===== src/rtl/tdm_frame_timer_pkg.sv =====
package tdm_frame_timer_pkg;

  typedef enum logic [1:0] {
    MODE_HUNT = 2'd0,
    MODE_ARM  = 2'd1,
    MODE_BUS  = 2'd2
  } mode_e;

  // slot number of a frame position
  function automatic int slot_of(input int pos, input int clks_per_slot);
    return pos / clks_per_slot;
  endfunction

  // master-clock phase inside a bit cell
  function automatic int phase_of(input int pos, input int clks_per_bit);
    return pos % clks_per_bit;
  endfunction

  // slot used by a strobe: base slot plus the shift when the select is high
  function automatic int moved_slot(input int base, input logic sel, input int shift);
    return sel ? base + shift : base;
  endfunction

endpackage


===== src/rtl/tdm_frame_detect.sv =====
module tdm_frame_detect (
  input  logic clk,
  input  logic rst_n,
  input  logic run,
  input  logic frame_n,
  output logic pulse_ok,
  output logic wide_low
);
  logic fq1, fq2;

  always_ff @(posedge clk or negedge rst_n) begin
    if (!rst_n) begin
      fq1 <= 1'b1;
      fq2 <= 1'b1;
    end else if (run) begin
      fq1 <= frame_n;
      fq2 <= fq1;
    end
  end

  // high, one low sample, high again: a pulse exactly one clock wide
  assign pulse_ok = frame_n & ~fq1 & fq2;
  // two low samples in a row: wide low or tied low
  assign wide_low = ~frame_n & ~fq1;

endmodule


===== src/rtl/tdm_frame_counter.sv =====
module tdm_frame_counter #(
  parameter int FRAME_CLKS = 512,
  localparam int POS_W = $clog2(FRAME_CLKS)
) (
  input  logic             clk,
  input  logic             rst_n,
  input  logic             run,
  input  logic             realign,
  output logic [POS_W-1:0] pos,
  output logic             at_end
);
  localparam logic [POS_W-1:0] LAST = POS_W'(FRAME_CLKS - 1);

  assign at_end = (pos == LAST);

  always_ff @(posedge clk or negedge rst_n) begin
    if (!rst_n)       pos <= '0;
    else if (run) begin
      if (realign)     pos <= '0;
      else if (at_end) pos <= '0;
      else             pos <= pos + 1'b1;
    end
  end

endmodule


===== src/rtl/tdm_mode_fsm.sv =====
module tdm_mode_fsm
  import tdm_frame_timer_pkg::*;
#(
  parameter int FRAME_CLKS = 512,
  localparam int GAP_W = $clog2(2 * FRAME_CLKS)
) (
  input  logic clk,
  input  logic rst_n,
  input  logic run,
  input  logic pulse_ok,
  input  logic wide_low,
  input  logic at_end,
  output logic bus_mode
);
  localparam logic [GAP_W-1:0] GAP_LAST = GAP_W'(2 * FRAME_CLKS - 1);

  mode_e            mode_q;
  logic [GAP_W-1:0] gap_q;

  always_ff @(posedge clk or negedge rst_n) begin
    if (!rst_n) begin
      mode_q <= MODE_HUNT;
      gap_q  <= '0;
    end else if (run) begin
      case (mode_q)
        MODE_HUNT: if (pulse_ok) mode_q <= MODE_ARM;
        MODE_ARM: begin
          if (wide_low)    mode_q <= MODE_HUNT;
          else if (at_end) begin
            mode_q <= pulse_ok ? MODE_BUS : MODE_HUNT;
            gap_q  <= '0;
          end
        end
        MODE_BUS: begin
          if (wide_low)                mode_q <= MODE_HUNT;
          else if (pulse_ok)           gap_q  <= '0;
          else if (gap_q == GAP_LAST)  mode_q <= MODE_HUNT;
          else                         gap_q  <= gap_q + 1'b1;
        end
        default: mode_q <= MODE_HUNT;
      endcase
    end
  end

  assign bus_mode = (mode_q == MODE_BUS);

endmodule


===== src/rtl/tdm_slot_decode.sv =====
module tdm_slot_decode
  import tdm_frame_timer_pkg::*;
#(
  parameter int FRAME_CLKS    = 512,
  parameter int CLKS_PER_SLOT = 16,
  parameter int CLKS_PER_BIT  = 2,
  parameter int ALT_SHIFT     = 2,
  localparam int POS_W  = $clog2(FRAME_CLKS),
  localparam int SLOT_W = $clog2(FRAME_CLKS / CLKS_PER_SLOT)
) (
  input  logic [POS_W-1:0]  pos,
  input  logic              active,
  input  logic              run,
  input  logic              sel,
  output logic [SLOT_W-1:0] slot_idx,
  output logic              bclk_o,
  output logic              en1,
  output logic              en2,
  output logic              adp,
  output logic              samp,
  output logic              launch
);
  localparam int SAMPLE_PHASE = (3 * CLKS_PER_BIT) / 4;
  localparam int HALF_BIT     = CLKS_PER_BIT / 2;

  int slot_i, phase_i;
  logic live;

  always_comb begin
    slot_i  = slot_of(int'(pos), CLKS_PER_SLOT);
    phase_i = phase_of(int'(pos), CLKS_PER_BIT);
    live    = active & run;
    slot_idx = SLOT_W'(slot_i);
    bclk_o  = run & (phase_i < HALF_BIT);
    en1     = live & (slot_i == moved_slot(0, sel, ALT_SHIFT));
    en2     = live & (slot_i == moved_slot(1, sel, ALT_SHIFT));
    adp     = live & (slot_i == moved_slot(2, sel, ALT_SHIFT - 1));
    samp    = live & (phase_i == SAMPLE_PHASE);
    launch  = live & (phase_i == 0);
  end

endmodule


===== src/rtl/tdm_frame_timer.sv =====
module tdm_frame_timer #(
  parameter int SLOTS         = 32,
  parameter int BITS_PER_SLOT = 8,
  parameter int CLKS_PER_BIT  = 2,
  parameter int ALT_SHIFT     = 2,
  localparam int CLKS_PER_SLOT = BITS_PER_SLOT * CLKS_PER_BIT,
  localparam int FRAME_CLKS    = SLOTS * CLKS_PER_SLOT,
  localparam int POS_W         = $clog2(FRAME_CLKS),
  localparam int SLOT_W        = $clog2(SLOTS)
) (
  input  logic mclk,
  input  logic rst_n,
  input  logic pwr_n,
  input  logic frame_n,
  input  logic slot_sel,
  output logic bclk_o,
  output logic bus_mode,
  output logic pcm_en1,
  output logic pcm_en2,
  output logic adpcm_win,
  output logic sample_pt,
  output logic launch_pt
);
  logic              pulse_ok_w, wide_low_w, at_end_w;
  logic [POS_W-1:0]  pos_q;
  logic [SLOT_W-1:0] slot_w;

  tdm_frame_detect det_i (
    .clk(mclk), .rst_n(rst_n), .run(pwr_n), .frame_n(frame_n),
    .pulse_ok(pulse_ok_w), .wide_low(wide_low_w)
  );

  tdm_frame_counter #(.FRAME_CLKS(FRAME_CLKS)) cnt_i (
    .clk(mclk), .rst_n(rst_n), .run(pwr_n), .realign(pulse_ok_w),
    .pos(pos_q), .at_end(at_end_w)
  );

  tdm_mode_fsm #(.FRAME_CLKS(FRAME_CLKS)) fsm_i (
    .clk(mclk), .rst_n(rst_n), .run(pwr_n), .pulse_ok(pulse_ok_w),
    .wide_low(wide_low_w), .at_end(at_end_w), .bus_mode(bus_mode)
  );

  tdm_slot_decode #(
    .FRAME_CLKS(FRAME_CLKS), .CLKS_PER_SLOT(CLKS_PER_SLOT),
    .CLKS_PER_BIT(CLKS_PER_BIT), .ALT_SHIFT(ALT_SHIFT)
  ) dec_i (
    .pos(pos_q), .active(bus_mode), .run(pwr_n), .sel(slot_sel),
    .slot_idx(slot_w), .bclk_o(bclk_o), .en1(pcm_en1), .en2(pcm_en2),
    .adp(adpcm_win), .samp(sample_pt), .launch(launch_pt)
  );

endmodule


===== config.mk =====
export PLATFORM = sky130hd
export DESIGN_NAME = tdm_frame_timer
export DESIGN_NICKNAME = d
export VERILOG_FILES = /design/src/rtl/tdm_frame_timer_pkg.sv /design/src/rtl/tdm_frame_detect.sv /design/src/rtl/tdm_frame_counter.sv /design/src/rtl/tdm_mode_fsm.sv /design/src/rtl/tdm_slot_decode.sv /design/src/rtl/tdm_frame_timer.sv
export SDC_FILE = /design/constraint.sdc
export NUM_CORES = 1
export LEC_CHECK = 0
export BUFFER_PORTS_ARGS = -buffer_cell sky130_fd_sc_hd__buf_2
export CAP_MARGIN = 10
export CORE_MARGIN = 1
export CORE_UTILIZATION = 60
export DETAILED_ROUTE_END_ITERATION = 8
export PLACE_DENSITY = 0.88
export SYNTH_ARGS = -nofsm -noshare
export SYNTH_HDL_FRONTEND = slang
export SYNTH_SLANG_ARGS = --single-unit

===== constraint.sdc =====
create_clock -name mclk -period 5.4 [get_ports mclk]
set_clock_uncertainty 0.2 [all_clocks]
set_input_delay 1.08 -clock mclk [delete_from_list [all_inputs] [get_ports mclk]]
set_output_delay 1.08 -clock mclk [all_outputs]
set_load 0.05 [all_outputs]

======== Word-level counts from Yosys, hierarchy flattened ========
Index checks and enable logic that the tools add are counted.
storage, ports and cells
  bits in registers ....................... 23
  bits in latches ......................... 0
  logic and storage cells ................. 59
  output and inout port bits .............. 7
  memories ................................ 0
  ROM bits ................................ 0
  bits in writable memories ............... 0
operators by class
  divide/modulo/power cells ............... 0
  add/sub/neg operators ................... 2
  reduce and logical (&&, ||, !) cells .... 5
  multipliers ............................. 0
  mux-type cells .......................... 19
  equality and inequality tests ........... 15
  bitwise operators ....................... 12
  order comparisons ....................... 1
  shifts and indexed selects .............. 0
operators with widths
  operator               count
  $eq 6x32->1            3
  $mux 10                5
  $logic_not 32->1       1
  $pmux 10 s2            1
  $mux 2                 9
  $mux 9                 2
  $ne 3x3->1 const B     4
  $add 10x1->10 const B  1
  $and 1x1->1            10
  $eq 10x10->1 const B   1
  $add 9x1->9 const B    1
  $eq 9x9->1 const B     1
  $ne 2x2->1 const B     3
  $pmux 2 s3             1
  $reduce_and 6->1       1
  $reduce_and 5->1       1
  $eq 2x1->1 const B     1
  $eq 2x2->1 const B     1
  $logic_not 2->1        1
  $ne 2x1->1 const B     1
  $not 1->1              2
  $reduce_bool 2->1      1
  $lt 1x1->1 const B     1
  $mux 1                 1

======== Depth between registers and ports, before layout ========
Gate-level depths: netlist of the first run.
  depth after elaboration ................. 7
  mapped depth ............................ 10
  mapped depth without buffers ............ 9

======== Hierarchy ========
Synthesis of the first run repeated with hierarchy kept, for this count alone.
unflattened totals
  cell total of the unflattened synthesis .. 158
  area, all modules ....................... 1,493.9 µm²
modules (own cells, without submodules)
  module             cells each  instances  sequential area each (µm²)  area each (µm²)
  tdm_mode_fsm       86          1          300.3                       814.5
  tdm_frame_counter  49          1          225.2                       474.2
  tdm_slot_decode    17          1          0.0                         117.6
  tdm_frame_detect   6           1          52.6                        87.6

======== Worst setup path before layout of the first run ========
OpenSTA, ideal clock, no wires.
  path kind ............................... input to output
  start ................................... input port pwr_n
  end ..................................... output port pcm_en1
  buffers on the path ..................... 1
  arrival time ............................ 2.410 ns
  data required time ...................... 4.120 ns
  slack ................................... 1.710 ns
  cell stages on the path ................. 5
  cell sequence ........................... clkbuf_1 > nand2_1 > nor4_1 > nand2_1 > nor2_1
on the way
  word-level cells in the longest chain between the ends .. 2
RTL lines
  what                RTL line               source
  start: declaration  tdm_frame_timer.sv:13  input logic pwr_n,
  $and 1x1->1         tdm_slot_decode.sv:32  live = active & run;
  $and 1x1->1         tdm_slot_decode.sv:35  en1 = live & (slot_i == moved_slot(0, sel, ALT_SHIFT));
  end: declaration    tdm_frame_timer.sv:18  output logic pcm_en1,
Every way passes these cells.

======== Final worst setup path of the first run ========
  start ................................... input port pwr_n
  end ..................................... output port pcm_en2
on the way
  word-level cells in the longest chain between the ends .. 2
RTL lines
  what              RTL line               source
  $and 1x1->1       tdm_slot_decode.sv:32
  $and 1x1->1       tdm_slot_decode.sv:36  en2 = live & (slot_i == moved_slot(1, sel, ALT_SHIFT));
  end: declaration  tdm_frame_timer.sv:19  output logic pcm_en2,
Every way passes these cells.

==> impl_metrics.py, run 1 <==
metrics = {
    "hold_path": {
        "holdCritPathClass": "reg -> reg",
        "hp-start": "fsm_i.gap_q[6]",
        "hold_path_end": "fsm_i.gap_q[6]",
        "hold-path-cell-count": 1,
    },
    "floorplan": {
        "start_util_pct": 66.3,
        "die_h_um": 49.5,
        "core_area_um2": 2040,
        "io_pins": 12,
        "die_x_um": 49.5,
        "rows": 16,
        "die-area_um2": 2450,
    },
    "finish": {
        "nets": 168,
        "final_cell_mix": "dfrtp_1, o21ai_0, nand2_1, buf_2, nor2_1",
        "layout_commonest_cell": "dfrtp_1",
        "drive_above_1_share_pct": 17.6,
        "instances_no_fill": 186,
        "syn2layout_area_growth_pct": 6.75,
        "n_antenna_cell": 0,
    },
    "critical_path": {
        "arrival_ns": 2.34,
        "crit_type": "in -> out",
        "reg2reg_from": "cnt_i.pos[0]",
        "cp_top_family": "simple AND/OR/NAND/NOR gates",
        "cp_num_buf_inv": 2,
        "worst_ep_required_time_ns": 4.12,
        "crit_chain": "buf_2 -> nand2_1 -> nor4_1 -> and3_1 -> buf_2",
        "reg2reg_to": "fsm_i.gap_q[6]",
        "cp_common_cell": "buf_2",
        "cp-start-kind": "input port",
        "cpPeakStageDelay_ns": 0.36,
        "cp_max_fo": 23,
        "rrSetupSlack_ns": 2.49,
        "reg2reg_depth": 9,
        "cpMaxStageDelayCell": "nor4_1",
        "critPathCaptureType": "primary output",
    },
    "synthesis": {
        "yosysWarnings": 0,
        "synth.area.top_cells": "dfrtp_1, o21ai_0, nand2_1",
        "synthSimpleGateAreaFrac_pct": 27.7,
        "synth-xor-area-share_pct": 3.23,
        "ys_seq_elements": 23,
        "avgSynthCellArea_um2": 9.15,
        "synthesis.nets": 156,
        "synth_top_family_by_area": "simple AND/OR/NAND/NOR gates",
        "syn-cell-area_um2": 1350,
        "synthDistinctLibCells": 45,
        "synthAdderAreaFrac_pct": 2.77,
        "yosys.area.top_type_share_pct": 38.8,
        "yosysTopAreaCell": "dfrtp_1",
        "synthCells": 148,
        "muxShareOfSynthArea_pct": 3.23,
        "ys_seq_area_share_pct": 42.7,
        "synth_compound_area_share_pct": 17.5,
    },
    "global_routing": {
        "grt_pass1_wl_um": 4640,
        "grt_max_degree": 24,
        "grt.overflow.total": 0,
        "grt_pass1_vias": 988,
        "grtUsageTotal_pct": 24.9,
        "antenna_found_initial": 0,
    },
    "clock_network": {
        "clk_pin_slew_ns": 0.12,
        "clock_latency_ns": 0.30,
        "clockBufferDepth": 2,
        "cts_max_level": 1,
        "root_buffer": "clkbuf_4",
        "clock_sinks": 23,
        "cts_resized": 0,
        "cts_tree": "yes",
        "cts_buffers": 3,
        "ctsHoldBuffers": 0,
        "post_cts_buffers": 0,
    },
    "detailed_routing": {
        "vias": 1113,
        "via_per_inst": 5.98,
        "wl_um": 2660,
        "drtIter0Drc": 50,
        "drc": 0,
        "wl_per_cell_um": 14.3,
        "drt-pass1-iter-count": 4,
        "ant_nets": 0,
    },
    "timing": {
        "final-hold-violation-count": 0,
        "setup_slack_ns": 1.78,
        "min_period_ns": 3.62,
        "relSlewSlack_pct": 61.9,
        "report.final.setup_viol": 0,
        "worst_pin_slew_ns": 0.572,
        "fmax_mhz": 276,
        "grt_setup_unrepaired": "no",
        "tns_ns": 0,
        "drv_slew": 0,
        "fin_crit_sh_pct": 67.1,
    },
    "placed_design": {
        "pre_cts_slack_ns": 1.82,
        "dp_hpwl_um": 1880,
        "gp_congestion": 0.910,
        "dp_cells": 182,
        "io_buffers": 11,
    },
    "power": {
        "p_per_area_nw_per_um2": 245,
        "irDropWorstVdd_mv": 0.198,
        "p_leak_nw": 0.702,
    },
    "job": {
        "max-cap-violations": 0,
    },
    "status": {
        "status": "completed",
    },
}
==> power breakdown <==
part | leakage (nW) | internal (mW) | switching, mW
sequential | 0.305 | 0.192 | 0.0260
combinational | 0.382 | 0.0242 | 0.0338
clock | 0.0150 | 0.0288 | 0.0495
total | 0.702 | 0.245 | 0.109
==> kinds of logic after synthesis <==
kind of cell / count (synthesis)
and+or+nand+nor: 66
AOI/OAI and AO/OA: 39
DFF: 23
buffers and inverters: 8
xor gates and xnor gates: 5
muxes: 4
adders and majority gates: 3
==> worst reg2reg max path, cell delays in order, from the launching register on <==
cell and delay (ns):
dfrtp_1 0.47, ha_1 0.25, and3_1 0.21, and3_1 0.18, ha_1 0.27, nand3b_4 0.12
a21oi_2 0.16, o21ai_2 0.19, or4b_4 0.58, o31ai_2 0.19
==> worst max path at each step <==
stage          start         to  slack, ns  cells past startpoint
6_report       pwr_n    pcm_en2       1.78                      5
2_1_floorplan  pwr_n    pcm_en1       1.71                      5
4_1_cts        pwr_n  adpcm_win       1.82                      5
3_5_place_dp   pwr_n  adpcm_win       1.82                      5
3_3_place_gp   pwr_n    pcm_en2       1.91                      5
5_1_grt        pwr_n    pcm_en2       1.64                      5
==> state kept, by name, indices dropped and copies added, names as in the netlist <==
register and count:
fsm_i.gap_q 10, cnt_i.pos 9, fsm_i.mode_q 2, det_i.fq1 1, det_i.fq2 1
==> Yosys cell counts <==
master / number
o21ai_2: 1
buf_2: 1
and4_1: 1
o21a_1: 1
nand3_1: 8
nor3b_1: 1
clkbuf_1: 2
dfrtp_1: 21
a21oi_1: 6
or4_1: 2
nor2b_1: 1
buf_6: 1
a21oi_2: 1
nor4_1: 2
o22ai_1: 1
o2bb2ai_1: 1
mux2_2: 3
nand4_1: 3
or2_2: 1
dfstp_2: 2
ha_1: 3
nor3_1: 1
xor2_1: 2
a22o_1: 1
o31a_1: 1
or3b_2: 1
nand3b_4: 1
nand2b_1: 4
o211ai_1: 1
o21ai_0: 19
and3_1: 9
nand3b_2: 1
nand2_1: 17
o21ai_1: 1
nand4_2: 1
nor2_1: 10
o31ai_1: 2
or3_1: 1
a31oi_1: 1
o31ai_2: 1
or4b_4: 1
mux2i_1: 1
a21o_1: 1
xnor2_1: 3
inv_1: 4
==> layer usage <==
layer	track usage (%)	part of all wire (%)	wire, um	up-vias
met2	37.0	45	1210	37
met1	38.0	49	1310	510
li1	-	-	-	564
met5	0	0	0	-
met4	6.67	0.71	19	0
met3	3.70	4.5	119	2
==> metrics by stage <==
| stage | cell area [um^2] | hold slack [ns] | power [mW] | utilization [%] |
|---|---|---|---|---|
| floorplan | 1350 | 0.271 | 0.258 | - |
| global placement | 1420 | 0.296 | 0.273 | 69.5 |
| detailed placement | 1420 | 0.323 | 0.278 | 69.5 |
| CTS | 1450 | 0.344 | 0.355 | 70.8 |
| global route | 1450 | 0.376 | 0.372 | 70.8 |
| finish | 1450 | 0.347 | 0.354 | 70.8 |
==> final cells by class <==
type | count | area [um^2]
repair buffers | 11 | 55.1
multi-input cells | 117 | 737
inverters | 4 | 15.0
fillers | 170 | 597
well taps | 27 | 33.8
flip-flops and latches | 23 | 578
clock buffers | 4 | 26.3
No activity file was read; power rests on OpenSTA's default activity.
==> inputs of run 2 (changes only) <==
--- a/config.mk
+++ b/config.mk
@@ -5,12 +5,13 @@
 export SDC_FILE = /design/constraint.sdc
 export NUM_CORES = 1
 export LEC_CHECK = 0
+export ABC_AREA = 1
 export BUFFER_PORTS_ARGS = -buffer_cell sky130_fd_sc_hd__buf_2
 export CAP_MARGIN = 10
 export CORE_MARGIN = 1
-export CORE_UTILIZATION = 60
+export CORE_UTILIZATION = 58
 export DETAILED_ROUTE_END_ITERATION = 8
-export PLACE_DENSITY = 0.88
+export PLACE_DENSITY = 0.86
 export SYNTH_ARGS = -nofsm -noshare
 export SYNTH_HDL_FRONTEND = slang
 export SYNTH_SLANG_ARGS = --single-unit
==> constraint.sdc (replaced) <==
create_clock -name mclk -period 3.55 [get_ports mclk]
set_clock_uncertainty 0.2 [all_clocks]
set_input_delay 0.71 -clock mclk [delete_from_list [all_inputs] [get_ports mclk]]
set_output_delay 0.71 -clock mclk [all_outputs]
set_load 0.05 [all_outputs]
==> run 2 against run 1 <==
Net effect: synthesized area increased by 7.4%; sequential share of layout area down 2.4 points; worst hold slack got worse by 0.21 ns; synthesized cell count rose by 36%; utilization fell by 3.9 points; highest routed layer unchanged.
==> impl_metrics.py, run 2 <==
metrics = {
    "status": {
        "status": "completed",
    },
    "finish": {
        "top_regs": "fsm_i.gap_q x10, cnt_i.pos x9, fsm_i.mode_q x2",
        "layout_commonest_cell": "nand2_1",
        "instances_no_fill": 238,
        "drive_above_1_share_pct": 14.8,
        "n_antenna_cell": 0,
        "syn2layout_area_growth_pct": 5.68,
        "final_cell_mix": "nand2_1, inv_1, nor2_1, dfrtp_1, nand3_1",
        "nets": 219,
        "largest_reg_flops": 10,
        "top_register": "fsm_i.gap_q",
        "final_util_pct": 66.9,
    },
    "detailed_routing": {
        "drc": 0,
        "ant_nets": 0,
        "drt-pass1-iter-count": 4,
        "via_per_inst": 5.45,
        "drtIter0Drc": 40,
        "vias": 1298,
        "wl_um": 2840,
        "wl_per_cell_um": 11.9,
    },
    "critical_path": {
        "arrival_ns": 1.81,
        "reg2reg_depth": 12,
        "critPathCaptureType": "primary output",
        "worst_ep_required_time_ns": 2.64,
        "cp-start-kind": "input port",
        "reg2reg_from": "cnt_i.pos[0]",
        "cp_max_fo": 12,
        "reg2reg_to": "fsm_i.gap_q[9]",
        "rrSetupSlack_ns": 1.29,
        "crit_type": "in -> out",
    },
    "floorplan": {
        "core_area_um2": 2300,
        "die_x_um": 52.1,
        "die-area_um2": 2710,
        "io_pins": 12,
        "rows": 17,
        "die_h_um": 52.1,
        "start_util_pct": 63.3,
    },
    "synthesis": {
        "async_flop_share_pct": 100,
        "synthDistinctLibCells": 33,
        "yosys.area.top_type_share_pct": 36.1,
        "ys_seq_area_share_pct": 39.8,
        "yosysMostFrequentCell": "nand2_1",
        "avgSynthCellArea_um2": 7.23,
        "synth.area.top_cells": "dfrtp_1, nand2_1, inv_1",
        "yosysTopAreaCell": "dfrtp_1",
        "yosysWarnings": 0,
        "syn-cell-area_um2": 1450,
        "ys_seq_elements": 23,
        "yosys_most_used_dff": "dfrtp_1",
        "synthesis.nets": 209,
        "ys_top_cells_by_count": "nand2_1, inv_1, nor2_1",
        "synth_edf_count": 0,
        "synthCells": 201,
    },
    "placed_design": {
        "dp_hpwl_um": 2150,
        "gp_congestion": 0.894,
        "dp_cells": 234,
        "io_buffers": 11,
    },
    "clock_network": {
        "clock_latency_ns": 0.31,
        "clockBufferDepth": 2,
        "clk_pin_slew_ns": 0.13,
        "post_cts_buffers": 0,
        "cts_resized": 0,
        "root_buffer": "clkbuf_4",
        "cts_tree": "yes",
        "ctsHoldBuffers": 0,
        "cts_buffers": 3,
        "clock_sinks": 23,
        "cts_max_level": 1,
    },
    "power": {
        "p_per_area_nw_per_um2": 455,
        "irDropWorstVdd_mv": 0.350,
        "p_leak_nw": 0.763,
        "finalPower_mw": 0.699,
    },
    "global_routing": {
        "grt_pass1_vias": 1136,
        "grt_pass1_wl_um": 4930,
        "grt.overflow.total": 0,
        "grtUsageTotal_pct": 25.2,
        "antenna_found_initial": 0,
        "grt_max_degree": 24,
    },
    "timing": {
        "final-hold-violation-count": 0,
        "worst_pin_slew_ns": 0.524,
        "relSlewSlack_pct": 65.0,
        "report.final.setup_viol": 0,
        "tns_ns": 0,
        "fmax_mhz": 368,
        "fin_crit_sh_pct": 76.6,
        "grt_setup_unrepaired": "no",
        "drv_slew": 0,
        "min_period_ns": 2.72,
    },
    "job": {
        "max-cap-violations": 0,
    },
    "hold_path": {
        "holdCritPathClass": "in -> async",
    },
}
## run 2: per-stage QoR
| stage | hold WS, ns | instance area [um^2] | setup WS [ns] |
|---|---|---|---|
| 6_report | 0.139 | 1540 | 0.830 |
| 5_1_grt | 0.172 | 1540 | 0.661 |
| 3_3_place_gp | 0.282 | 1510 | 0.908 |
| 4_1_cts | 0.156 | 1540 | 0.847 |
| 2_1_floorplan | 0.214 | 1460 | 0.338 |
| 3_5_place_dp | 0.298 | 1510 | 0.849 |
## run 2: power breakdown
| group | switching, mW | internal (mW) |
|---|---|---|
| Sequential | 0.0459 | 0.306 |
| Combinational | 0.150 | 0.0743 |
| Clock | 0.0813 | 0.0422 |
| Total | 0.277 | 0.422 |
## run 2: cell families (layout without fill, tap and decap cells)
family	count (synthesis)	in the layout	share of synthesized area, %
DFF	23	23	39.8
AOI/OAI and AO/OA	19	19	7.40
buffers and inverters	33	42	9.81
and+or+nand+nor	118	118	37.4
xor gates and xnor gates	5	5	3.01
adders and majority gates	3	3	2.58
## run 2: area by class of cell
type | instances | area [um^2]
fillers | 201 | 761
multi-input cells | 145 | 739
flip-flops and latches | 23 | 578
inverters | 27 | 101
repair buffers | 11 | 55.1
well taps | 28 | 35.0
clock buffers | 3 | 22.5
clock inverters | 1 | 5.00
## run 2: routing by layer
metal | share of wire, % | vias up | GRT usage, %
li1 | - | 657 | -
met1 | 47 | 596 | 33.9
met2 | 46 | 41 | 39.5
met3 | 5.5 | 4 | 4.97
met4 | 0.88 | 0 | 9.91
met5 | 0 | - | 0
## run 2: how the worst max path moves through the flow
| stage | start | end | slack [ns] | cells past startpoint |
|---|---|---|---|---|
| after floorplan | pwr_n | adpcm_win | 0.34 | 6 |
| after global placement | pwr_n | adpcm_win | 0.91 | 6 |
| after detailed placement | pwr_n | pcm_en1 | 0.85 | 6 |
| after CTS | pwr_n | pcm_en1 | 0.85 | 6 |
| after global routing | pwr_n | adpcm_win | 0.66 | 6 |
| final | pwr_n | adpcm_win | 0.83 | 6 |
## run 2: critical path, cell delays in order
cell	delay, ns
buf_2	0.17
inv_1	0.19
nor2_1	0.20
inv_1	0.11
nor3_1	0.14
buf_2	0.29
==> inputs of run 3 (changes only) <==
==> constraint.sdc (replaced) <==
create_clock -name mclk -period 2.82 [get_ports mclk]
set_clock_uncertainty 0.2 [all_clocks]
set_input_delay 0.564 -clock mclk [delete_from_list [all_inputs] [get_ports mclk]]
set_output_delay 0.564 -clock mclk [all_outputs]
set_load 0.05 [all_outputs]
==> run 3 against run 2 <==
Net effect: the flow now finishes with violations (hold timing); routed wire length increased by 5.6%; critical path depth unchanged; clock-buffer cell count unchanged; global-route usage decreased by 0.19 points; combinational power increased by 32%; setup slack got worse by 0.50 ns; critical endpoint is now pcm_en1.
==> impl_metrics.py, run 3 (synthesis gave the netlist of run 2 again) <==
metrics = {
    "floorplan": {
        "io_pins": 12,
        "start_util_pct": 63.3,
        "die-area_um2": 2710,
        "die_h_um": 52.1,
        "core_area_um2": 2300,
        "rows": 17,
        "die_x_um": 52.1,
    },
    "detailed_routing": {
        "wl_um": 3000,
        "via_per_inst": 5.38,
        "wl_per_cell_um": 12.5,
        "vias": 1290,
        "drtIter0Drc": 39,
        "drt-pass1-iter-count": 4,
        "ant_nets": 0,
        "drc": 0,
    },
    "timing": {
        "report.final.setup_viol": 0,
        "grt_setup_unrepaired": "no",
        "final-hold-violation-count": 5,
        "whs_ns": -0.00237,
        "setup_slack_ns": 0.333,
        "drv_slew": 0,
        "worst_pin_slew_ns": 0.513,
        "relSlewSlack_pct": 65.8,
        "tns_ns": 0,
        "fin_crit_sh_pct": 88.2,
        "min_period_ns": 2.49,
        "fmax_mhz": 402,
    },
    "clock_network": {
        "cts_buffers": 3,
        "cts_tree": "yes",
        "clock_sinks": 23,
        "cts_resized": 0,
        "clockBufferDepth": 2,
        "cts_max_level": 1,
        "root_buffer": "clkbuf_4",
        "clock_latency_ns": 0.31,
        "clk_pin_slew_ns": 0.13,
        "post_cts_buffers": 0,
        "ctsHoldBuffers": 0,
    },
    "hold_path": {
        "holdCritPathClass": "in -> async",
    },
    "power": {
        "irDropWorstVdd_mv": 0.368,
        "p_leak_nw": 0.772,
        "p_per_area_nw_per_um2": 575,
    },
    "critical_path": {
        "arrival_ns": 1.72,
        "crit_type": "in -> out",
        "cp-start-kind": "input port",
        "reg2reg_depth": 12,
        "rrSetupSlack_ns": 0.54,
        "reg2reg_from": "cnt_i.pos[0]",
        "cp-startpoint": "pwr_n",
        "critPathCaptureType": "primary output",
        "cp_max_fo": 12,
        "worst_ep_required_time_ns": 2.06,
        "reg2reg_to": "fsm_i.gap_q[9]",
    },
    "finish": {
        "top_register": "fsm_i.gap_q",
        "final_util_pct": 67.8,
        "layout_commonest_cell": "nand2_1",
        "n_antenna_cell": 0,
        "largest_reg_flops": 10,
        "nets": 221,
        "final_cell_mix": "nand2_1, inv_1, nor2_1, dfrtp_1, nand3_1",
        "top_regs": "fsm_i.gap_q x10, cnt_i.pos x9, fsm_i.mode_q x2",
        "drive_above_1_share_pct": 16.0,
        "syn2layout_area_growth_pct": 7.06,
        "instances_no_fill": 240,
    },
    "global_routing": {
        "grt.overflow.total": 0,
        "grt_pass1_wl_um": 5020,
        "antenna_found_initial": 0,
        "grt_pass1_vias": 1202,
        "grt_max_degree": 24,
        "grtUsageTotal_pct": 25.0,
    },
    "status": {
        "violations": "hold timing",
        "status": "finished, violations left",
    },
    "placed_design": {
        "dp_hpwl_um": 2200,
        "pre_cts_slack_ns": 0.411,
        "dp_cells": 236,
        "io_buffers": 11,
        "gp_congestion": 0.862,
    },
    "job": {
        "max-cap-violations": 0,
    },
}
run 3: power by group:
group	internal, mW	total [mW]	switching (mW)
Clock	0.0530	0.157	0.104
Combinational	0.0983	0.295	0.197
Sequential	0.385	0.442	0.0571
run 3: critical path: stages:
cell	delay [ns]
buf_2	0.17
inv_1	0.20
nor2_1	0.18
nand2_1	0.10
nor4_2	0.17
buf_2	0.32
run 3: how the worst max path moves through the flow:
stage	end	cells after the start
after floorplan	pcm_en1	6
after global placement	pcm_en1	6
after detailed placement	pcm_en1	6
after CTS	pcm_en1	6
after global routing	pcm_en1	6
final	pcm_en1	6
run 3: final cells by class:
| type | count | area [um^2] |
|---|---|---|
| timing repair buffer | 13 | 70.1 |
| clock buffer | 3 | 22.5 |
| multi-input combinational | 145 | 744 |
| clock inverter | 1 | 5.00 |
| tap | 28 | 35.0 |
| sequential | 23 | 578 |
| inverter | 27 | 101 |
| fill | 190 | 741 |
run 3: through the flow:
step                      total power [mW]  area [um^2]
after global placement               0.721         1530
after floorplan                      0.674         1470
final                                0.894         1560
after CTS                            0.895         1560
after global routing                 0.957         1560
after detailed placement             0.740         1530
run 3: per-layer routing:
| metal | global-route usage, % | part of all wire [%] |
|---|---|---|
| met5 | 0 | 0 |
| met2 | 41.0 | 48 |
| met1 | 32.7 | 49 |
| met4 | 10.8 | 1.4 |
| met3 | 3.22 | 2.1 |
